--- src/rtl/irq_prio_pkg.sv ---
package irq_prio_pkg;
    typedef enum logic {
        ST_QUIET,
        ST_SIGNALLED
    } sig_state_e;

    localparam int POLL_W = 8;
endpackage

--- src/rtl/irq_rr_scan.sv ---
// Round-robin scan starting one past the lowest-priority index.
module irq_rr_scan #(
    parameter int NUM       = 8,
    parameter int IDX_W     = 3,
    parameter bit USE_BLOCK = 1'b1
) (
    input  logic [NUM-1:0]   cand_i,
    input  logic [NUM-1:0]   block_i,
    input  logic [IDX_W-1:0] low_i,
    output logic             hit_o,
    output logic [IDX_W-1:0] idx_o
);
    logic [NUM-1:0] blk_eff;

    generate
        if (USE_BLOCK) begin : g_block
            assign blk_eff = block_i;
        end else begin : g_noblock
            assign blk_eff = '0;
        end
    endgenerate

    always_comb begin
        logic             stop;
        logic [IDX_W-1:0] p;
        hit_o = 1'b0;
        idx_o = '0;
        stop  = 1'b0;
        p     = '0;
        for (int k = 0; k < NUM; k++) begin
            p = low_i + IDX_W'(k + 1);
            if (!stop) begin
                if (blk_eff[p]) begin
                    stop = 1'b1;
                end else if (cand_i[p]) begin
                    hit_o = 1'b1;
                    idx_o = p;
                    stop  = 1'b1;
                end
            end
        end
    end
endmodule

--- src/rtl/irq_reg_update.sv ---
// Next-state of request, in-service, pointer and rotate flag.
// Order inside one cycle: acknowledge, then command, then request strobes.
module irq_reg_update #(
    parameter int NUM   = 8,
    parameter int IDX_W = 3
) (
    input  logic [NUM-1:0]   irr_i,
    input  logic [NUM-1:0]   isr_i,
    input  logic [NUM-1:0]   imr_i,
    input  logic [IDX_W-1:0] low_i,
    input  logic             rot_i,
    input  logic             smm_i,
    input  logic             aeoi_i,
    input  logic [NUM-1:0]   trig_level_i,
    input  logic             ack_i,
    input  logic [IDX_W-1:0] ack_idx_i,
    input  logic [NUM-1:0]   req_set_i,
    input  logic [NUM-1:0]   req_clr_i,
    input  logic             cmd_valid_i,
    input  logic             cmd_eoi_i,
    input  logic             cmd_specific_i,
    input  logic             cmd_rotate_i,
    input  logic [IDX_W-1:0] cmd_level_i,
    output logic [NUM-1:0]   irr_o,
    output logic [NUM-1:0]   isr_o,
    output logic [IDX_W-1:0] low_o,
    output logic             rot_o
);
    logic [NUM-1:0]   irr_a;
    logic [NUM-1:0]   isr_a;
    logic [IDX_W-1:0] low_a;
    logic [NUM-1:0]   eoi_cand;
    logic             eoi_hit;
    logic [IDX_W-1:0] eoi_idx;

    // Stage 1: acknowledge
    always_comb begin
        irr_a = irr_i;
        isr_a = isr_i;
        low_a = low_i;
        if (ack_i) begin
            if (!trig_level_i[ack_idx_i]) begin
                irr_a[ack_idx_i] = 1'b0;
            end
            if (aeoi_i) begin
                if (rot_i) begin
                    low_a = ack_idx_i;
                end
            end else begin
                isr_a[ack_idx_i] = 1'b1;
            end
        end
    end

    assign eoi_cand = isr_a & ~(smm_i ? imr_i : '0);

    irq_rr_scan #(
        .NUM       (NUM),
        .IDX_W     (IDX_W),
        .USE_BLOCK (1'b0)
    ) i_eoi_scan (
        .cand_i  (eoi_cand),
        .block_i ('0),
        .low_i   (low_a),
        .hit_o   (eoi_hit),
        .idx_o   (eoi_idx)
    );

    // Stage 2: command, stage 3: request strobes
    always_comb begin
        isr_o = isr_a;
        low_o = low_a;
        rot_o = rot_i;
        if (cmd_valid_i) begin
            rot_o = cmd_rotate_i;
            if (cmd_eoi_i) begin
                if (cmd_specific_i) begin
                    isr_o[cmd_level_i] = 1'b0;
                    if (cmd_rotate_i) begin
                        low_o = cmd_level_i;
                    end
                end else if (eoi_hit) begin
                    isr_o[eoi_idx] = 1'b0;
                    if (cmd_rotate_i) begin
                        low_o = eoi_idx;
                    end
                end
            end else if (cmd_specific_i && cmd_rotate_i) begin
                low_o = cmd_level_i;
            end
        end
        irr_o = (irr_a & ~req_clr_i) | req_set_i;
    end
endmodule

--- src/rtl/irq_prio_core.sv ---
module irq_prio_core
    import irq_prio_pkg::*;
#(
    parameter int NUM_PINS    = 8,
    parameter int CASCADE_PIN = 2
) (
    input  logic                        clk_i,
    input  logic                        rst_n_i,
    input  logic                        cfg_aeoi_i,
    input  logic                        cfg_sfnm_i,
    input  logic [NUM_PINS-1:0]         trig_level_i,
    input  logic [NUM_PINS-1:0]         req_set_i,
    input  logic [NUM_PINS-1:0]         req_clr_i,
    input  logic                        mask_we_i,
    input  logic [NUM_PINS-1:0]         mask_wdata_i,
    input  logic                        smm_we_i,
    input  logic                        smm_val_i,
    input  logic                        cmd_valid_i,
    input  logic                        cmd_eoi_i,
    input  logic                        cmd_specific_i,
    input  logic                        cmd_rotate_i,
    input  logic [$clog2(NUM_PINS)-1:0] cmd_level_i,
    input  logic                        ack_valid_i,
    input  logic [$clog2(NUM_PINS)-1:0] ack_pin_i,
    input  logic                        poll_arm_i,
    input  logic                        poll_rd_i,
    output logic                        intr_o,
    output logic                        pend_valid_o,
    output logic [$clog2(NUM_PINS)-1:0] pend_pin_o,
    output logic [POLL_W-1:0]           poll_data_o,
    output logic [NUM_PINS-1:0]         irr_o,
    output logic [NUM_PINS-1:0]         isr_o,
    output logic [NUM_PINS-1:0]         imr_o,
    output logic [$clog2(NUM_PINS)-1:0] lowprio_o
);
    localparam int PIN_W    = $clog2(NUM_PINS);
    localparam int POLL_PAD = POLL_W - 1 - PIN_W;
    localparam logic [NUM_PINS-1:0] CASC_BIT = NUM_PINS'(1) << CASCADE_PIN;

    sig_state_e          state_q, state_d;
    logic [NUM_PINS-1:0] irr_q, isr_q, imr_q;
    logic [PIN_W-1:0]    low_q;
    logic                rot_q, smm_q, poll_armed_q;

    logic [NUM_PINS-1:0] irr_d, isr_d;
    logic [PIN_W-1:0]    low_d;
    logic                rot_d;
    logic [NUM_PINS-1:0] pend_cand, pend_block;
    logic                pend_hit;
    logic [PIN_W-1:0]    pend_idx;
    logic                poll_take, ack_any;
    logic [PIN_W-1:0]    ack_idx;

    // Pending selection
    assign pend_cand  = irr_q & ~imr_q;
    assign pend_block = smm_q ? '0 : (isr_q & ~(cfg_sfnm_i ? CASC_BIT : '0));

    irq_rr_scan #(
        .NUM       (NUM_PINS),
        .IDX_W     (PIN_W),
        .USE_BLOCK (1'b1)
    ) i_pend_scan (
        .cand_i  (pend_cand),
        .block_i (pend_block),
        .low_i   (low_q),
        .hit_o   (pend_hit),
        .idx_o   (pend_idx)
    );

    // Acknowledge sources: explicit strobe wins over a poll read
    assign poll_take = poll_rd_i && poll_armed_q && pend_hit && !ack_valid_i;
    assign ack_any   = ack_valid_i || poll_take;
    assign ack_idx   = ack_valid_i ? ack_pin_i : pend_idx;

    irq_reg_update #(
        .NUM   (NUM_PINS),
        .IDX_W (PIN_W)
    ) i_update (
        .irr_i          (irr_q),
        .isr_i          (isr_q),
        .imr_i          (imr_q),
        .low_i          (low_q),
        .rot_i          (rot_q),
        .smm_i          (smm_q),
        .aeoi_i         (cfg_aeoi_i),
        .trig_level_i   (trig_level_i),
        .ack_i          (ack_any),
        .ack_idx_i      (ack_idx),
        .req_set_i      (req_set_i),
        .req_clr_i      (req_clr_i),
        .cmd_valid_i    (cmd_valid_i),
        .cmd_eoi_i      (cmd_eoi_i),
        .cmd_specific_i (cmd_specific_i),
        .cmd_rotate_i   (cmd_rotate_i),
        .cmd_level_i    (cmd_level_i),
        .irr_o          (irr_d),
        .isr_o          (isr_d),
        .low_o          (low_d),
        .rot_o          (rot_d)
    );

    // Register file
    always_ff @(posedge clk_i) begin
        if (!rst_n_i) begin
            irr_q        <= '0;
            isr_q        <= '0;
            imr_q        <= '1;
            low_q        <= PIN_W'(NUM_PINS - 1);
            rot_q        <= 1'b0;
            smm_q        <= 1'b0;
            poll_armed_q <= 1'b0;
        end else begin
            irr_q <= irr_d;
            isr_q <= isr_d;
            low_q <= low_d;
            rot_q <= rot_d;
            if (mask_we_i) begin
                imr_q <= mask_wdata_i;
            end
            if (smm_we_i) begin
                smm_q <= smm_val_i;
            end
            if (poll_arm_i) begin
                poll_armed_q <= 1'b1;
            end else if (poll_rd_i) begin
                poll_armed_q <= 1'b0;
            end
        end
    end

    // Signalling state register
    always_ff @(posedge clk_i) begin
        if (!rst_n_i) begin
            state_q <= ST_QUIET;
        end else begin
            state_q <= state_d;
        end
    end

    // Transitions RAISE and TAKE
    always_comb begin
        state_d = state_q;
        unique case (state_q)
            ST_QUIET:     if (pend_hit && !ack_any) state_d = ST_SIGNALLED;
            ST_SIGNALLED: if (ack_any)              state_d = ST_QUIET;
            default:      state_d = ST_QUIET;
        endcase
    end

    // Outputs
    always_comb begin
        intr_o       = (state_q == ST_SIGNALLED);
        pend_valid_o = pend_hit;
        pend_pin_o   = pend_idx;
        poll_data_o  = (poll_armed_q && pend_hit) ? {1'b1, {POLL_PAD{1'b0}}, pend_idx} : '0;
        irr_o        = irr_q;
        isr_o        = isr_q;
        imr_o        = imr_q;
        lowprio_o    = low_q;
    end

    // Assertions
    AST_ACK_DROPS_INTR: assert property (@(posedge clk_i) disable iff (!rst_n_i)
        ack_any |=> !intr_o);
    AST_RAISE_FOLLOWS_PEND: assert property (@(posedge clk_i) disable iff (!rst_n_i)
        (!intr_o && pend_valid_o && !ack_any) |=> intr_o);
    AST_PEND_IS_CANDIDATE: assert property (@(posedge clk_i) disable iff (!rst_n_i)
        pend_valid_o |-> (irr_o[pend_pin_o] && !imr_o[pend_pin_o]));
    AST_EDGE_ACK_CLEARS: assert property (@(posedge clk_i) disable iff (!rst_n_i)
        (ack_valid_i && !trig_level_i[ack_pin_i] && !req_set_i[ack_pin_i])
        |=> !irr_o[$past(ack_pin_i)]);
    AST_AEOI_KEEPS_ISR: assert property (@(posedge clk_i) disable iff (!rst_n_i)
        (cfg_aeoi_i && ack_valid_i && !isr_o[ack_pin_i]) |=> !isr_o[$past(ack_pin_i)]);
    AST_SETPRIO_LOADS: assert property (@(posedge clk_i) disable iff (!rst_n_i)
        (cmd_valid_i && !cmd_eoi_i && cmd_specific_i && cmd_rotate_i)
        |=> (lowprio_o == $past(cmd_level_i)));
    AST_POLL_ONE_SHOT: assert property (@(posedge clk_i) disable iff (!rst_n_i)
        (poll_rd_i && !poll_arm_i) |=> (poll_data_o == '0));
endmodule

--- config.mk ---
export PLATFORM = sky130hd
export DESIGN_NAME = irq_prio_core
export DESIGN_NICKNAME = d
export VERILOG_FILES = /design/src/rtl/irq_prio_pkg.sv /design/src/rtl/irq_rr_scan.sv /design/src/rtl/irq_reg_update.sv /design/src/rtl/irq_prio_core.sv
export SDC_FILE = /design/constraint.sdc
export NUM_CORES = 1
export LEC_CHECK = 0
export ABC_AREA = 0
export ABC_CLOCK_PERIOD_IN_PS = 6760
export BUFFER_PORTS_ARGS = -buffer_cell sky130_fd_sc_hd__buf_2
export CORE_UTILIZATION = 40
export DETAILED_ROUTE_END_ITERATION = 7
export PLACE_DENSITY = 0.66
export SYNTH_ARGS = -nofsm -noshare
export SYNTH_HDL_FRONTEND = slang
export SYNTH_SLANG_ARGS = --single-unit
export TNS_END_PERCENT = 20
--- constraint.sdc ---
create_clock -name clk_i -period 6.76 [get_ports clk_i]
set_input_delay 1.352 -clock clk_i [delete_from_list [all_inputs] [get_ports clk_i]]
set_output_delay 1.352 -clock clk_i [all_outputs]
set_load 0.05 [all_outputs]
==> metrics.txt <==
Post-synth EDFFs=0; Netlist cell types=93; Worst Setup Path Type=reg -> reg; cells after synthesis=570; Yosys top cell area share=13.7%; Synth Area in Compound Gates=33.6%; min cycle time layout=6420 ps; number of max-cap violations=0; CTS Buffer Depth=2; PortBufs=87; Clock transition at path regs=60 ps; Simple-Gate Fraction of Synth Area=26.0%; Worst Tran Pin Value=842 ps; Int Power=1.31 mW; XOR/XNOR share of the synthesized area=1.52%; hold path startpoint=intr_o$_SDFF_PN0_; # nets final=712; Most used DFF post-synth=dfxtp_1; via count=5260; number of diodes=0; htree depth=2; Setup Total Neg Slack=0 ps; Yosys warning count=0; Hold Vio Cnt, Final=0; sw frac=56.6%; Reg power frac=8.5%; drt first pass iters=6; commonest cells in the netlist=nand2_1, nor2_1, mux2i_1; post-route ant nets=0; Die Wd=108 µm; vias per cell=6.60; worst hold path class=reg -> reg; Final WS setup=340 ps; post-synthesis mux area share=18.9%; Slew Limit Fails=0; worst slack, placed=80.5 ps; crit-path max FO=14; RePlAce Congestion=0.962; Finish-stage setup viols=0; Skew-Pair Late Insertion Delay=280 ps; synthesis-stage register bit count=31; CP Capture Type=register; Overall Power=3.01 mW; row count=38; layout cells sized above 1=25.9%; Die Ht=108 µm; reg2reg path depth=19; # IOs=92; largest family of logic cells by synthesized area=compound AO/OA/AOI/OAI gates; synth top area cells=dfxtp_1, mux4_2, mux2i_1; post-synthesis sequential area ratio=13.7%; cell with the most instances after synthesis=nand2_1; reg2reg end=isr_o[0]$_SDFF_PN0_; adder-cell area share of the yosys netlist=1.11%; ys async rst share=0%; Clock Root Buffer=clkbuf_16; Sink Count=31; Critical R2R Launch=lowprio_o[0]$_SDFF_PN1_; Min Hold Slack=521 ps; Fillers=1071; reg2reg setup slack=340 ps; total CTS buffers=5; post-route core utilization=48.5%; Post-DP HPWL=13400 µm; remaining global-route overflow=0; Syn-to-layout area delta=17.2%; hold worst-path end=intr_o$_SDFF_PN0_; Worst Path Required=6920 ps; outcome=complete, no violations; largest net degree at the start of global routing=32; drt drc=0; antenna violations before repair=0; pwr/cell area=567 nW/µm²; TritonCTS clock tree=yes; Max IR drop VDD=0.372 mV; drt wl/cell=20.9 µm; slew margin rel.=43.1%; GR Util All Layers=28.6%; clk_skew=12.8 ps; Post-Route WL=16700 µm; hold depth=2; Switch Pwr=1.70 mW; Comb power frac=82.4%; mapped cell area=4520 µm²; Tcrit/Tclk final=95.0%; syn_area_per_cell=7.94 µm²; first-pass GRT wire length=26100 µm; vias in the first global route=4957; RSZ-0062 raised after global routing=false; Worst EP arrival=6580 ps; dominant cell type by area after synthesis=dfxtp_1; Fmax achieved=156 MHz; area of the core=10900 µm²; 1st-iter DRT viols=432; hold buffers post-CTS=0; clock share of power=9.1%; CP startpoint kind=register; P_leak=2.21 nW; Initial Utilization=41.4%; Die ar.=11700 µm²
==> power groups by stage <==
| stage | Sequential (mW) | Clock (mW) | Combinational (mW) |
|---|---|---|---|
| final | 0.255 | 0.273 | 2.48 |
| after global placement | 0.255 | 0 | 2.39 |
| after detailed placement | 0.255 | 0 | 2.43 |
| after CTS | 0.251 | 0.271 | 2.44 |
| after global routing | 0.256 | 0.276 | 2.68 |
| after floorplan | 0.295 | 0 | 1.88 |
==> cell usage in the layout (no fill, tap or decap), drive strengths merged, types with 7 or more instances in the layout <==
master and n:
a211o 10, a211oi 13, a21oi 28, a22oi 8, and2 17, and3 7, buf 105, dfxtp 31
inv 16, mux2 8, mux2i 36, mux4 18, nand2 65, nand2b 10, nand3 10, nor2 40
nor2b 10, nor3 8, nor3b 16, o21a 12, o21ai 27, o22ai 10, o31a 7, or2 8
==> through the flow <==
stage          cells  instance area, µm²
3_5_place_dp     788                5120
3_3_place_gp     788                5120
5_1_grt          797                5300
6_report         797                5300
2_1_floorplan    573                4540
4_1_cts          796                5290
==> state kept, by name, indices dropped and copies added, names as in the netlist <==
name	count
lowprio_o	3
isr_o	8
rot_q	1
imr_o	8
smm_q	1
poll_armed_q	1
irr_o	8
intr_o	1
==> worst max path at each step <==
stage                                to  slack [ps]               startpoint
global placement    isr_o[5]$_SDFF_PN0_         240               cfg_sfnm_i
floorplan           isr_o[4]$_SDFF_PN0_         130  lowprio_o[1]$_SDFF_PN1_
global route        isr_o[5]$_SDFF_PN0_          10               cfg_sfnm_i
finish              isr_o[0]$_SDFF_PN0_         340  lowprio_o[0]$_SDFF_PN1_
detailed placement  isr_o[1]$_SDFF_PN0_          80               cfg_sfnm_i
CTS                 isr_o[5]$_SDFF_PN0_         340               cfg_sfnm_i
==> worst max-delay path: stages, from the launching register on <==
cell,delay [ps]
dfxtp_1,630
buf_4,340
mux2i_1,550
nor2_1,120
o22ai_1,400
o21ai_2,200
nor4b_4,470
a21oi_2,130
a211oi_1,370
or3_1,150
and2_1,360
inv_2,70
ha_1,290
xnor2_1,270
mux4_2,610
nor4_4,370
nand4_1,200
o211ai_1,260
nand2_1,210
o31a_1,280
==> timing repair <==
action                                 CTS  global route
setup endpoints to repair                0             8
endpoints found under the hold margin    0             0
buffers inserted                         0             1
gates resized for setup                  0             1
==> cell families (layout without fill, tap and decap cells) <==
group           Yosys count  after routing
fa+ha+maj                 4              4
simple gates            217            217
compound gates          201            201
buf+inv                  47            131
flops                    31             31
other cells               1              4
mux                      62             62
xor+xnor                  7              7
==> cell type report <==
| type | count | area (µm²) | area share (%) |
|---|---|---|---|
| Tap cell | 140 | 175 | 3.30 |
| Inverter | 18 | 70.1 | 1.32 |
| Clock inverter | 2 | 35.0 | 0.661 |
| Clock buffer | 6 | 139 | 2.62 |
| Sequential cell | 31 | 621 | 11.7 |
| Timing Repair Buffer | 105 | 571 | 10.8 |
| Multi-Input combinational cell | 495 | 3690 | 69.6 |
==> layer usage <==
metal	part of all wire (%)	track usage, %	wire (µm)	vias to the layer above
li1	-	-	-	2398
met1	40	35.4	6590	2528
met2	49	49.2	8130	275
met3	7.2	3.07	1200	59
met4	4.5	13.9	743	0
met5	0	0	0	-
Power figures use the tool's default switching activity.
